**src/rtl/dbr_pkg.sv**
```systemverilog
package dbr_pkg;

  typedef enum logic [1:0] {
    RGN_SYS_MEM = 2'd0,
    RGN_SYS_IO  = 2'd1,
    RGN_WB_MEM  = 2'd2,
    RGN_WB_IO   = 2'd3
  } region_e;

  typedef enum logic [1:0] {
    ST_IDLE = 2'd0,
    ST_SYS  = 2'd1,
    ST_WB   = 2'd2
  } route_state_e;

  function automatic logic rgn_is_wb(input region_e r);
    return r[1];
  endfunction

  function automatic logic rgn_is_io(input region_e r);
    return r[0];
  endfunction

endpackage

```
**src/rtl/dbr_reset_sync.sv**
```systemverilog
module dbr_reset_sync (
  input  logic clk,
  input  logic rst_n,
  output logic rst_sync_n
);
  logic [1:0] stage_q;

  always_ff @(posedge clk or negedge rst_n) begin
    if (!rst_n) stage_q <= 2'b00;
    else        stage_q <= {stage_q[0], 1'b1};
  end

  assign rst_sync_n = stage_q[1];
endmodule

```
**src/rtl/dbr_region_classify.sv**
```systemverilog
module dbr_region_classify
  import dbr_pkg::*;
#(
  parameter int ADDR_W = 24,
  parameter int IO_W   = 16,
  parameter int WB_EN  = 1,
  localparam int HI_W  = ADDR_W + WB_EN - IO_W
) (
  input  logic [HI_W-1:0] addr_hi,
  output region_e         region
);
  localparam int WIN_W = ADDR_W - IO_W;

  logic in_wb;
  logic in_io;

  assign in_io = &addr_hi[WIN_W-1:0];

  generate
    if (WB_EN != 0) begin : g_wb_bit
      assign in_wb = addr_hi[WIN_W];
    end else begin : g_no_wb_bit
      assign in_wb = 1'b0;
    end
  endgenerate

  always_comb begin
    unique case ({in_wb, in_io})
      2'b00:   region = RGN_SYS_MEM;
      2'b01:   region = RGN_SYS_IO;
      2'b10:   region = RGN_WB_MEM;
      default: region = RGN_WB_IO;
    endcase
  end
endmodule

```
**src/rtl/dbr_sys_port.sv**
```systemverilog
module dbr_sys_port #(
  parameter int ADDR_W = 24,
  parameter int DATA_W = 32,
  localparam int BE_W  = DATA_W / 8
) (
  input  logic              clk,
  input  logic              rst_n,
  input  logic              launch,
  input  logic              req_io,
  input  logic              req_we,
  input  logic [ADDR_W-1:0] req_addr,
  input  logic [DATA_W-1:0] req_wdata,
  input  logic [BE_W-1:0]   req_be,
  output logic              sys_stb,
  output logic              sys_io,
  output logic              sys_we,
  output logic [ADDR_W-1:0] sys_addr,
  output logic [DATA_W-1:0] sys_wdata,
  output logic [BE_W-1:0]   sys_be
);
  logic stb_q;
  logic stb_d;

  // strobe lives for the single cycle after launch
  always_comb begin
    stb_d = launch;
  end

  always_ff @(posedge clk or negedge rst_n) begin
    if (!rst_n) stb_q <= 1'b0;
    else        stb_q <= stb_d;
  end

  assign sys_stb   = stb_q;
  assign sys_io    = stb_q & req_io;
  assign sys_we    = stb_q & req_we;
  assign sys_addr  = stb_q ? req_addr  : '0;
  assign sys_wdata = stb_q ? req_wdata : '0;
  assign sys_be    = stb_q ? req_be    : '0;
endmodule

```
**src/rtl/dbr_wb_port.sv**
```systemverilog
module dbr_wb_port #(
  parameter int ADDR_W = 24,
  parameter int DATA_W = 32,
  localparam int BE_W  = DATA_W / 8
) (
  input  logic              clk,
  input  logic              rst_n,
  input  logic              launch,
  input  logic              req_io,
  input  logic              req_we,
  input  logic [ADDR_W-1:0] req_addr,
  input  logic [DATA_W-1:0] req_wdata,
  input  logic [BE_W-1:0]   req_be,
  input  logic              wb_ack,
  output logic              ack_taken,
  output logic              wb_cyc,
  output logic              wb_stb,
  output logic              wb_we,
  output logic              wb_io,
  output logic [ADDR_W-1:0] wb_adr,
  output logic [DATA_W-1:0] wb_dat_o,
  output logic [BE_W-1:0]   wb_sel
);
  logic cyc_q;
  logic cyc_d;

  assign ack_taken = cyc_q & wb_ack;

  always_comb begin
    cyc_d = cyc_q;
    if (launch)         cyc_d = 1'b1;
    else if (ack_taken) cyc_d = 1'b0;
  end

  always_ff @(posedge clk or negedge rst_n) begin
    if (!rst_n) cyc_q <= 1'b0;
    else        cyc_q <= cyc_d;
  end

  assign wb_cyc   = cyc_q;
  assign wb_stb   = cyc_q;
  assign wb_we    = cyc_q & req_we;
  assign wb_io    = cyc_q & req_io;
  assign wb_adr   = cyc_q ? req_addr  : '0;
  assign wb_dat_o = cyc_q ? req_wdata : '0;
  assign wb_sel   = cyc_q ? req_be    : '0;
endmodule

```
**src/rtl/dualbus_region_router.sv**
```systemverilog
module dualbus_region_router
  import dbr_pkg::*;
#(
  parameter int ADDR_W = 24,
  parameter int IO_W   = 16,
  parameter int WB_EN  = 1,
  parameter int DATA_W = 32
) (
  input  logic                    clk,
  input  logic                    rst_n,
  input  logic                    cpu_req,
  input  logic                    cpu_we,
  input  logic [ADDR_W+WB_EN-1:0] cpu_addr,
  input  logic [DATA_W-1:0]       cpu_wdata,
  input  logic [DATA_W/8-1:0]     cpu_be,
  output logic                    cpu_busy,
  output logic                    cpu_done,
  output logic [DATA_W-1:0]       cpu_rdata,
  output logic                    sys_stb,
  output logic                    sys_io,
  output logic                    sys_we,
  output logic [ADDR_W-1:0]       sys_addr,
  output logic [DATA_W-1:0]       sys_wdata,
  output logic [DATA_W/8-1:0]     sys_be,
  input  logic                    sys_ack,
  input  logic [DATA_W-1:0]       sys_rdata,
  output logic                    wb_cyc,
  output logic                    wb_stb,
  output logic                    wb_we,
  output logic                    wb_io,
  output logic [ADDR_W-1:0]       wb_adr,
  output logic [DATA_W-1:0]       wb_dat_o,
  output logic [DATA_W/8-1:0]     wb_sel,
  input  logic                    wb_ack,
  input  logic [DATA_W-1:0]       wb_dat_i
);
  localparam int CPU_AW = ADDR_W + WB_EN;
  localparam int BE_W   = DATA_W / 8;

  logic rst_sync_n;

  dbr_reset_sync u_rst (
    .clk        (clk),
    .rst_n      (rst_n),
    .rst_sync_n (rst_sync_n)
  );

  // ---------------- classification ----------------
  region_e req_region;

  dbr_region_classify #(
    .ADDR_W (ADDR_W),
    .IO_W   (IO_W),
    .WB_EN  (WB_EN)
  ) u_cls (
    .addr_hi (cpu_addr[CPU_AW-1:IO_W]),
    .region  (req_region)
  );

  // ---------------- control ----------------
  route_state_e state_q, state_d;
  logic         accept;
  logic         sys_launch, wb_launch;
  logic         sys_fin, wb_fin;
  logic         wb_ack_taken;
  logic         done_d, done_q;
  logic         rdata_en;
  logic [DATA_W-1:0] rdata_d, rdata_q;

  assign cpu_busy   = (state_q != ST_IDLE) | ~rst_sync_n;
  assign accept     = cpu_req & ~cpu_busy;
  assign sys_launch = accept & ~rgn_is_wb(req_region);
  assign wb_launch  = accept &  rgn_is_wb(req_region);
  assign sys_fin    = (state_q == ST_SYS) & sys_ack;
  assign wb_fin     = (state_q == ST_WB)  & wb_ack_taken;

  always_comb begin
    state_d = state_q;
    unique case (state_q)
      ST_IDLE: begin
        if (sys_launch)     state_d = ST_SYS;
        else if (wb_launch) state_d = ST_WB;
      end
      ST_SYS:  if (sys_fin) state_d = ST_IDLE;
      ST_WB:   if (wb_fin)  state_d = ST_IDLE;
      default:              state_d = ST_IDLE;
    endcase
  end

  always_ff @(posedge clk or negedge rst_sync_n) begin
    if (!rst_sync_n) state_q <= ST_IDLE;
    else             state_q <= state_d;
  end

  // ---------------- request capture ----------------
  logic              req_io_q, req_we_q;
  logic [ADDR_W-1:0] req_addr_q;
  logic [DATA_W-1:0] req_wdata_q;
  logic [BE_W-1:0]   req_be_q;

  always_ff @(posedge clk or negedge rst_sync_n) begin
    if (!rst_sync_n) begin
      req_io_q    <= 1'b0;
      req_we_q    <= 1'b0;
      req_addr_q  <= '0;
      req_wdata_q <= '0;
      req_be_q    <= '0;
    end else if (accept) begin
      req_io_q    <= rgn_is_io(req_region);
      req_we_q    <= cpu_we;
      req_addr_q  <= cpu_addr[ADDR_W-1:0];
      req_wdata_q <= cpu_wdata;
      req_be_q    <= cpu_be;
    end
  end

  // ---------------- system bus side ----------------
  dbr_sys_port #(
    .ADDR_W (ADDR_W),
    .DATA_W (DATA_W)
  ) u_sys (
    .clk       (clk),
    .rst_n     (rst_sync_n),
    .launch    (sys_launch),
    .req_io    (req_io_q),
    .req_we    (req_we_q),
    .req_addr  (req_addr_q),
    .req_wdata (req_wdata_q),
    .req_be    (req_be_q),
    .sys_stb   (sys_stb),
    .sys_io    (sys_io),
    .sys_we    (sys_we),
    .sys_addr  (sys_addr),
    .sys_wdata (sys_wdata),
    .sys_be    (sys_be)
  );

  // ---------------- Wishbone side ----------------
  generate
    if (WB_EN != 0) begin : g_wb
      dbr_wb_port #(
        .ADDR_W (ADDR_W),
        .DATA_W (DATA_W)
      ) u_wb (
        .clk       (clk),
        .rst_n     (rst_sync_n),
        .launch    (wb_launch),
        .req_io    (req_io_q),
        .req_we    (req_we_q),
        .req_addr  (req_addr_q),
        .req_wdata (req_wdata_q),
        .req_be    (req_be_q),
        .wb_ack    (wb_ack),
        .ack_taken (wb_ack_taken),
        .wb_cyc    (wb_cyc),
        .wb_stb    (wb_stb),
        .wb_we     (wb_we),
        .wb_io     (wb_io),
        .wb_adr    (wb_adr),
        .wb_dat_o  (wb_dat_o),
        .wb_sel    (wb_sel)
      );
    end else begin : g_no_wb
      logic unused_wb_in;
      assign unused_wb_in = ^{wb_ack, wb_dat_i, wb_launch};
      assign wb_ack_taken = 1'b0;
      assign wb_cyc       = 1'b0;
      assign wb_stb       = 1'b0;
      assign wb_we        = 1'b0;
      assign wb_io        = 1'b0;
      assign wb_adr       = '0;
      assign wb_dat_o     = '0;
      assign wb_sel       = '0;
    end
  endgenerate

  // ---------------- response ----------------
  always_comb begin
    done_d   = sys_fin | wb_fin;
    rdata_en = done_d;
    rdata_d  = wb_fin ? wb_dat_i : sys_rdata;
  end

  always_ff @(posedge clk or negedge rst_sync_n) begin
    if (!rst_sync_n) done_q <= 1'b0;
    else             done_q <= done_d;
  end

  always_ff @(posedge clk or negedge rst_sync_n) begin
    if (!rst_sync_n)   rdata_q <= '0;
    else if (rdata_en) rdata_q <= rdata_d;
  end

  assign cpu_done  = done_q;
  assign cpu_rdata = rdata_q;
endmodule

```
**config.mk**
```make
export PLATFORM = sky130hd
export DESIGN_NAME = dualbus_region_router
export DESIGN_NICKNAME = d
export VERILOG_FILES = /design/src/rtl/dbr_pkg.sv /design/src/rtl/dbr_reset_sync.sv /design/src/rtl/dbr_region_classify.sv /design/src/rtl/dbr_sys_port.sv /design/src/rtl/dbr_wb_port.sv /design/src/rtl/dualbus_region_router.sv
export SDC_FILE = /design/constraint.sdc
export NUM_CORES = 1
export LEC_CHECK = 0
export BUFFER_PORTS_ARGS = -buffer_cell sky130_fd_sc_hd__clkbuf_2
export CAP_MARGIN = 20
export CORE_AREA = 2 2 116 118
export CTS_CLUSTER_SIZE = 8
export DETAILED_ROUTE_END_ITERATION = 10
export DIE_AREA = 0 0 118 120
export PLACE_DENSITY_LB_ADDON = 0.05
export SYNTH_ARGS = -nofsm -noshare
export SYNTH_HDL_FRONTEND = slang
export SYNTH_SLANG_ARGS = --single-unit
```
**constraint.sdc**
```tcl
create_clock -name clk -period 3.1 [get_ports clk]
set_input_delay 0.465 -clock clk [delete_from_list [all_inputs] [get_ports clk]]
set_output_delay 0.465 -clock clk [all_outputs]
set_load 0.01 [all_outputs]
```
==> results.json, run 1 <==
{
  "path_clk_slew_ns": 0.06,
  "power.total_mw": 5.42,
  "initial_utilization_pct": 39.3,
  "slew_violations": 0,
  "min_period_ns": 2.19,
  "path_cells": "buf_12 > and2_1 > clkbuf_2",
  "cts_buffers": 9,
  "die_x_um": 118,
  "max_stage_delay_ns": 0.82,
  "required_ns": 2.63,
  "cts_setup_buffers": 0,
  "synthArstFlopShare_pct": 100,
  "synth_nets": 600,
  "yosys_register_bits": 101,
  "synth_top_area_cell": "dfrtp_1",
  "dp_hpwl_mm": 10.5,
  "ys.flop_type": "dfrtp_1",
  "synth_cells": 469,
  "fillers": 1235,
  "rows": 42,
  "yosys-top-cells-area": "dfrtp_1 50%, mux2_4 17%, and2_1 15%, a21oi_1 5.9%, nand2_1 2.7%",
  "gp_congestion": 0.780,
  "crit_fanout": 39,
  "dieArea_um2": 14200,
  "tightest_slew_ns": 0.757,
  "syn_area_um2": 5100,
  "h-tree-depth": 3,
  "setup_tns_ns": 0,
  "routed_wl_mm": 14.2,
  "synth-edff-count": 0,
  "synthDistinctLibCells": 24,
  "status": "finished clean",
  "synth_warnings": 0,
  "grt_overflow": 0,
  "grt_pass1_wl_mm": 22.3,
  "crit_family": "flip-flops",
  "seq_area_frac_synth_pct": 49.6,
  "grt_usage_pct": 20.1,
  "syn_area_per_cell_um2": 10.9,
  "grt_max_degree": 68,
  "antennaDiodeCount": 0,
  "hold_slack_ns": 0.346,
  "clock-sinks": 101,
  "drive_above_1_share_pct": 50.5,
  "static-leakage-power_nw": 3.77,
  "syn_to_final_growth_pct": 36.7,
  "ir_worst_vdd_mv": 0.432,
  "start_kind": "flop",
  "clockBufferDepth": 2,
  "crit_path_top_delay_cell": "dfrtp_1",
  "hold_class": "in -> reg",
  "core_um2": 13000,
  "routedWlPerCell_um": 15.3,
  "worstSetupEndpointType": "primary output",
  "rsz0062_at_grt": "no",
  "final_common_cell": "clkbuf_2",
  "seq_area_um2": 2530,
  "boundaryPins": 292,
  "place.port_buffers": 291,
  "fmax_mhz": 457,
  "cts_resized": 0,
  "grt_pass1_vias": 4118,
  "path_class": "reg -> out",
  "finClkSkew_ns": 0.00442,
  "cts_tree": "done",
  "fin_crit_sh_pct": 70.5,
  "via_count": 4283,
  "first_iter_violations": 218,
  "multiInputGateArea_um2": 2370,
  "clockRootBuffer": "clkbuf_16",
  "powerDensity_nw_per_um2": 778,
  "synth_top_area_share_pct": 49.6,
  "setup_violations": 0,
  "drtPass1Iterations": 4,
  "crit_buf_inv": 2,
  "vias_per_cell": 4.62,
  "antenna_found_initial": 0,
  "fin_cells": 927,
  "relSlewSlack_pct": 49.5,
  "crit_arrival_ns": 1.72,
  "die_h_um": 120,
  "drcViolationCount": 0,
  "finalHoldViolations": 0,
  "final_cell_mix": "291 x clkbuf_2, 124 x and2_1, 99 x dfrtp_1",
  "cap_violations": 0,
  "clock_latency_ns": 0.34,
  "drtAntennaViolNets": 0,
  "nets": 878,
  "placed_cells": 911
}
state kept, by name, indices dropped and copies added (netlist names):
| name | count |
|---|---|
| u_sys.sys_stb | 1 |
| req_addr_q | 24 |
| req_we_q | 1 |
| g_wb.u_wb.wb_cyc | 1 |
| req_io_q | 1 |
| req_be_q | 4 |
| req_wdata_q | 32 |
| state_q | 2 |
| u_rst.stage_q | 2 |
| cpu_done | 1 |
| cpu_rdata | 32 |
worst paths after layout:
| kind | from | endpoint | slack (ns) | cells past startpoint |
|---|---|---|---|---|
| max | u_sys.sys_stb | sys_addr[3] | 0.91 | 3 |
| min | cpu_addr[10] | req_addr_q[10] | 0.35 | 2 |
| max reg2reg | state_q[0] | req_wdata_q[24] | 1.11 | 3 |
| min reg2reg | u_rst.stage_q[0] | u_rst.stage_q[1] | 0.36 | 0 |
| max in group asynchronous | u_rst.stage_q[1] | req_wdata_q[13] | 1.51 | 2 |
| min in group asynchronous | u_rst.stage_q[1] | cpu_rdata[30] | 0.41 | 1 |
timing repair:
item                                    CTS  global route
hold buffers                              1             0
endpoints found under the hold margin     2             0
endpoints found under the setup margin    0             0
synthesized netlist by cell type, types with 2 or more instances:
library cell and instances:
nand2_1 36, nor2_1 33, nand3_1 3, a22oi_1 2, mux2_2 4, and2_1 124
clkbuf_1 21, a21oi_1 60, buf_2 6, mux2_4 58, buf_6 7, dfrtp_1 101
inv_1 2, nand4_1 2
area by class of cell:
cell class / instances / area share (%)
clock inverter: 2 / 0.144
clock buffer: 13 / 3.73
tap: 176 / 3.16
sequential: 101 / 36.3
timing repair buffer: 302 / 22.5
inverter: 2 / 0.108
multi-input combinational: 331 / 34.0
stage by stage:
step | area [µm²] | util [%] | setup slack [ns]
after floorplan | 5100 | - | 0.486
after global placement | 6690 | 51.5 | 1.10
after CTS | 6970 | 53.7 | 0.936
after global routing | 6970 | 53.7 | 0.766
final | 6970 | 53.7 | 0.914
after detailed placement | 6690 | 51.5 | 1.06
power by group:
| part | internal, mW | leakage [nW] | switching [mW] |
|---|---|---|---|
| Clock | 0.582 | 0.135 | 0.472 |
| Sequential | 1.95 | 1.21 | 0.454 |
| Combinational | 1.12 | 2.42 | 0.850 |
| Total | 3.65 | 3.77 | 1.78 |
kinds of logic (layout without fill, tap and decap cells):
family | after synthesis | in the layout | synth area share, %
AND/OR/NAND/NOR | 203 | 203 | 21.8
buffers and inverters | 37 | 319 | 3.98
other | 1 | 1 | 0.0735
flip-flops | 101 | 101 | 49.6
multiplexers | 62 | 62 | 18.0
AO/OA/AOI/OAI | 65 | 65 | 6.65
routing by layer:
layer / up-vias / GRT usage [%] / wire length (µm)
met2: 168 / 32.9 / 6890
met5: - / 0 / 0
li1: 2091 / - / -
met4: 0 / 7.30 / 238
met3: 17 / 5.28 / 943
met1: 2007 / 25.8 / 6130
No activity file was read; power rests on OpenSTA's default activity.
==> run 2, diff against run 1 <==
ABC_AREA = 1   (was default)
CORE_AREA = 2 2 113 115   (was 2 2 116 118)
DIE_AREA = 0 0 115 117   (was 0 0 118 120)
clock period = 2.2 ns   (was 3.1 ns; I/O delays follow)
==> results.json, run 2 <==
{
  "finalHoldViolations": 0,
  "synth-edff-count": 0,
  "die_h_um": 117,
  "synthDistinctLibCells": 19,
  "syn_to_final_growth_pct": 33.4,
  "holdPathStages": 2,
  "grt_use_met2_pct": 35.2,
  "min_period_ns": 1.79,
  "drcViolationCount": 0,
  "static-leakage-power_nw": 5.31,
  "grt_pass1_vias": 4528,
  "grt_max_degree": 101,
  "clockRootBuffer": "clkbuf_16",
  "place_area_um2": 7010,
  "vias_per_cell": 4.33,
  "crit_arrival_ns": 1.46,
  "fin_crit_sh_pct": 81.5,
  "synth_top_area_share_pct": 46.2,
  "synthArstFlopShare_pct": 100,
  "gp_congestion": 0.769,
  "met3_usage_pct": 4.58,
  "syn_area_um2": 5480,
  "via_count": 5397,
  "r2r_end": "cpu_rdata[31]",
  "path_class": "reg -> out",
  "first_iter_violations": 289,
  "synth_cells": 823,
  "min_from": "cpu_addr[24]",
  "top_usage_layer": "met2",
  "antennaDiodeCount": 0,
  "tightest_slew_ns": 0.719,
  "required_ns": 1.87,
  "relSlewSlack_pct": 52.1,
  "reg2reg_depth": 6,
  "synth_common_cells": "289 x nand2_1, 247 x inv_1, 101 x dfrtp_1",
  "grt_use_met1_pct": 26.9,
  "grt_usage_pct": 21.1,
  "worstSetupEndpointType": "primary output",
  "dieArea_um2": 13500,
  "cts_buffers": 9,
  "finClkSkew_ns": 0.00873,
  "grt_overflow": 0,
  "initial_utilization_pct": 44.5,
  "dp_hpwl_mm": 10.7,
  "clockBufferDepth": 2,
  "synth_most_common_cell": "nand2_1",
  "core_um2": 12300,
  "powerDensity_nw_per_um2": 1120,
  "h-tree-depth": 3,
  "reg2reg_from": "state_q[0]",
  "clock_latency_ns": 0.34,
  "slew_violations": 0,
  "seq_area_frac_synth_pct": 46.2,
  "yosys_register_bits": 101,
  "fillers": 1311,
  "setup_tns_ns": 0,
  "boundaryPins": 292,
  "start_kind": "flop",
  "drive_above_1_share_pct": 29.7,
  "cts_tree": "done",
  "worstHoldEndpoint": "u_sys.sys_stb",
  "place.port_buffers": 291,
  "nets": 1222,
  "synth_warnings": 0,
  "ir_worst_vdd_mv": 0.462,
  "ys.flop_type": "dfrtp_1",
  "routedWlPerCell_um": 11.5,
  "syn_area_per_cell_um2": 6.65,
  "rsz0062_at_grt": "no",
  "crit_fanout": 100,
  "final_util_pct": 59.4,
  "fmax_mhz": 558,
  "synth_top_area_cell": "dfrtp_1",
  "die_x_um": 115,
  "setup_violations": 0,
  "yosys-top-cells-area": "dfrtp_1 46%, nand2_1 20%, inv_1 17%, o21ai_1 8.2%, nand3_1 3.2%",
  "cap_violations": 0,
  "drtPass1Iterations": 4,
  "path_clk_slew_ns": 0.07,
  "final_common_cell": "clkbuf_2",
  "final_cell_area_um2": 7310,
  "final_cell_mix": "291 x clkbuf_2, 289 x nand2_1, 247 x inv_1",
  "cts_setup_buffers": 0,
  "synth_nets": 954,
  "rows": 41,
  "routed_wl_mm": 14.3,
  "grt_pass1_wl_mm": 22.2,
  "regToRegSetupSlack_ns": 0.57,
  "hold_class": "in -> reg",
  "clock-sinks": 101,
  "antenna_found_initial": 0,
  "status": "finished clean",
  "hold_slack_ns": 0.173,
  "drtAntennaViolNets": 0
}
-- run 2: changes by cell type after synthesis, sizes merged, moves of 13 or more --
cell and change:
a21oi -60, and2 -124, buf +13, inv +248, mux2 -62, nand2 +255, nand3 +33, nor2 -28
o21ai +92
-- run 2: stage by stage --
step                      setup slack, ns  total power [mW]  std cells
after detailed placement            0.557              6.71       1229
after global routing                0.269              8.92       1246
after CTS                           0.336              8.27       1246
after global placement              0.615              6.67       1229
final                               0.407              8.17       1246
after floorplan                     0.334              5.35        823
-- run 2: cells by family after synthesis --
| logic type | synth area share (%) |
|---|---|
| flip-flops | 46.2 |
| buffers and inverters | 21.1 |
| AND/OR/NAND/NOR | 23.9 |
| AO/OA/AOI/OAI | 8.77 |
| other | 0.0685 |
-- run 2: cell type report --
cell class	count	area [µm²]	share of cell area, %
sequential	101	2530	34.7
multi-input combinational	428	1810	24.7
timing repair buffer	301	1560	21.3
inverter	250	938	12.8
clock buffer	10	229	3.13
tap	150	188	2.57
clock inverter	6	55.1	0.753
-- run 2: critical path, cell delays in order, from the launching register on --
cell	delay, ns
dfrtp_4	0.44
buf_12	0.41
nand2_1	0.10
clkbuf_2	0.14
-- run 2: report_power, final --
part	leakage, nW	internal [mW]	switching [mW]
Clock	0.146	0.872	0.668
Combinational	3.92	1.31	1.90
Sequential	1.25	2.74	0.672
Total	5.31	4.92	3.24
-- run 2: worst max-delay path by stage --
stage / from / end / cells after the start
finish: u_rst.stage_q[1] / cpu_busy / 3
global route: u_rst.stage_q[1] / cpu_busy / 3
CTS: u_rst.stage_q[1] / cpu_busy / 3
detailed placement: state_q[0] / cpu_rdata[31] / 6
global placement: state_q[0] / cpu_rdata[17] / 6
floorplan: u_rst.stage_q[1] / req_addr_q[13] / 5
-- run 2: layer usage --
layer	up-vias	part of all wire, %
met5	-	0
met4	0	2.4
met3	22	6.9
met2	184	48
met1	2325	43
li1	2866	-
-- run 2: what timing repair did --
action | in CTS | in global routing
hold buffers | 1 | 0
gates resized for setup | 0 | 0
hold endpoints to repair | 2 | 0
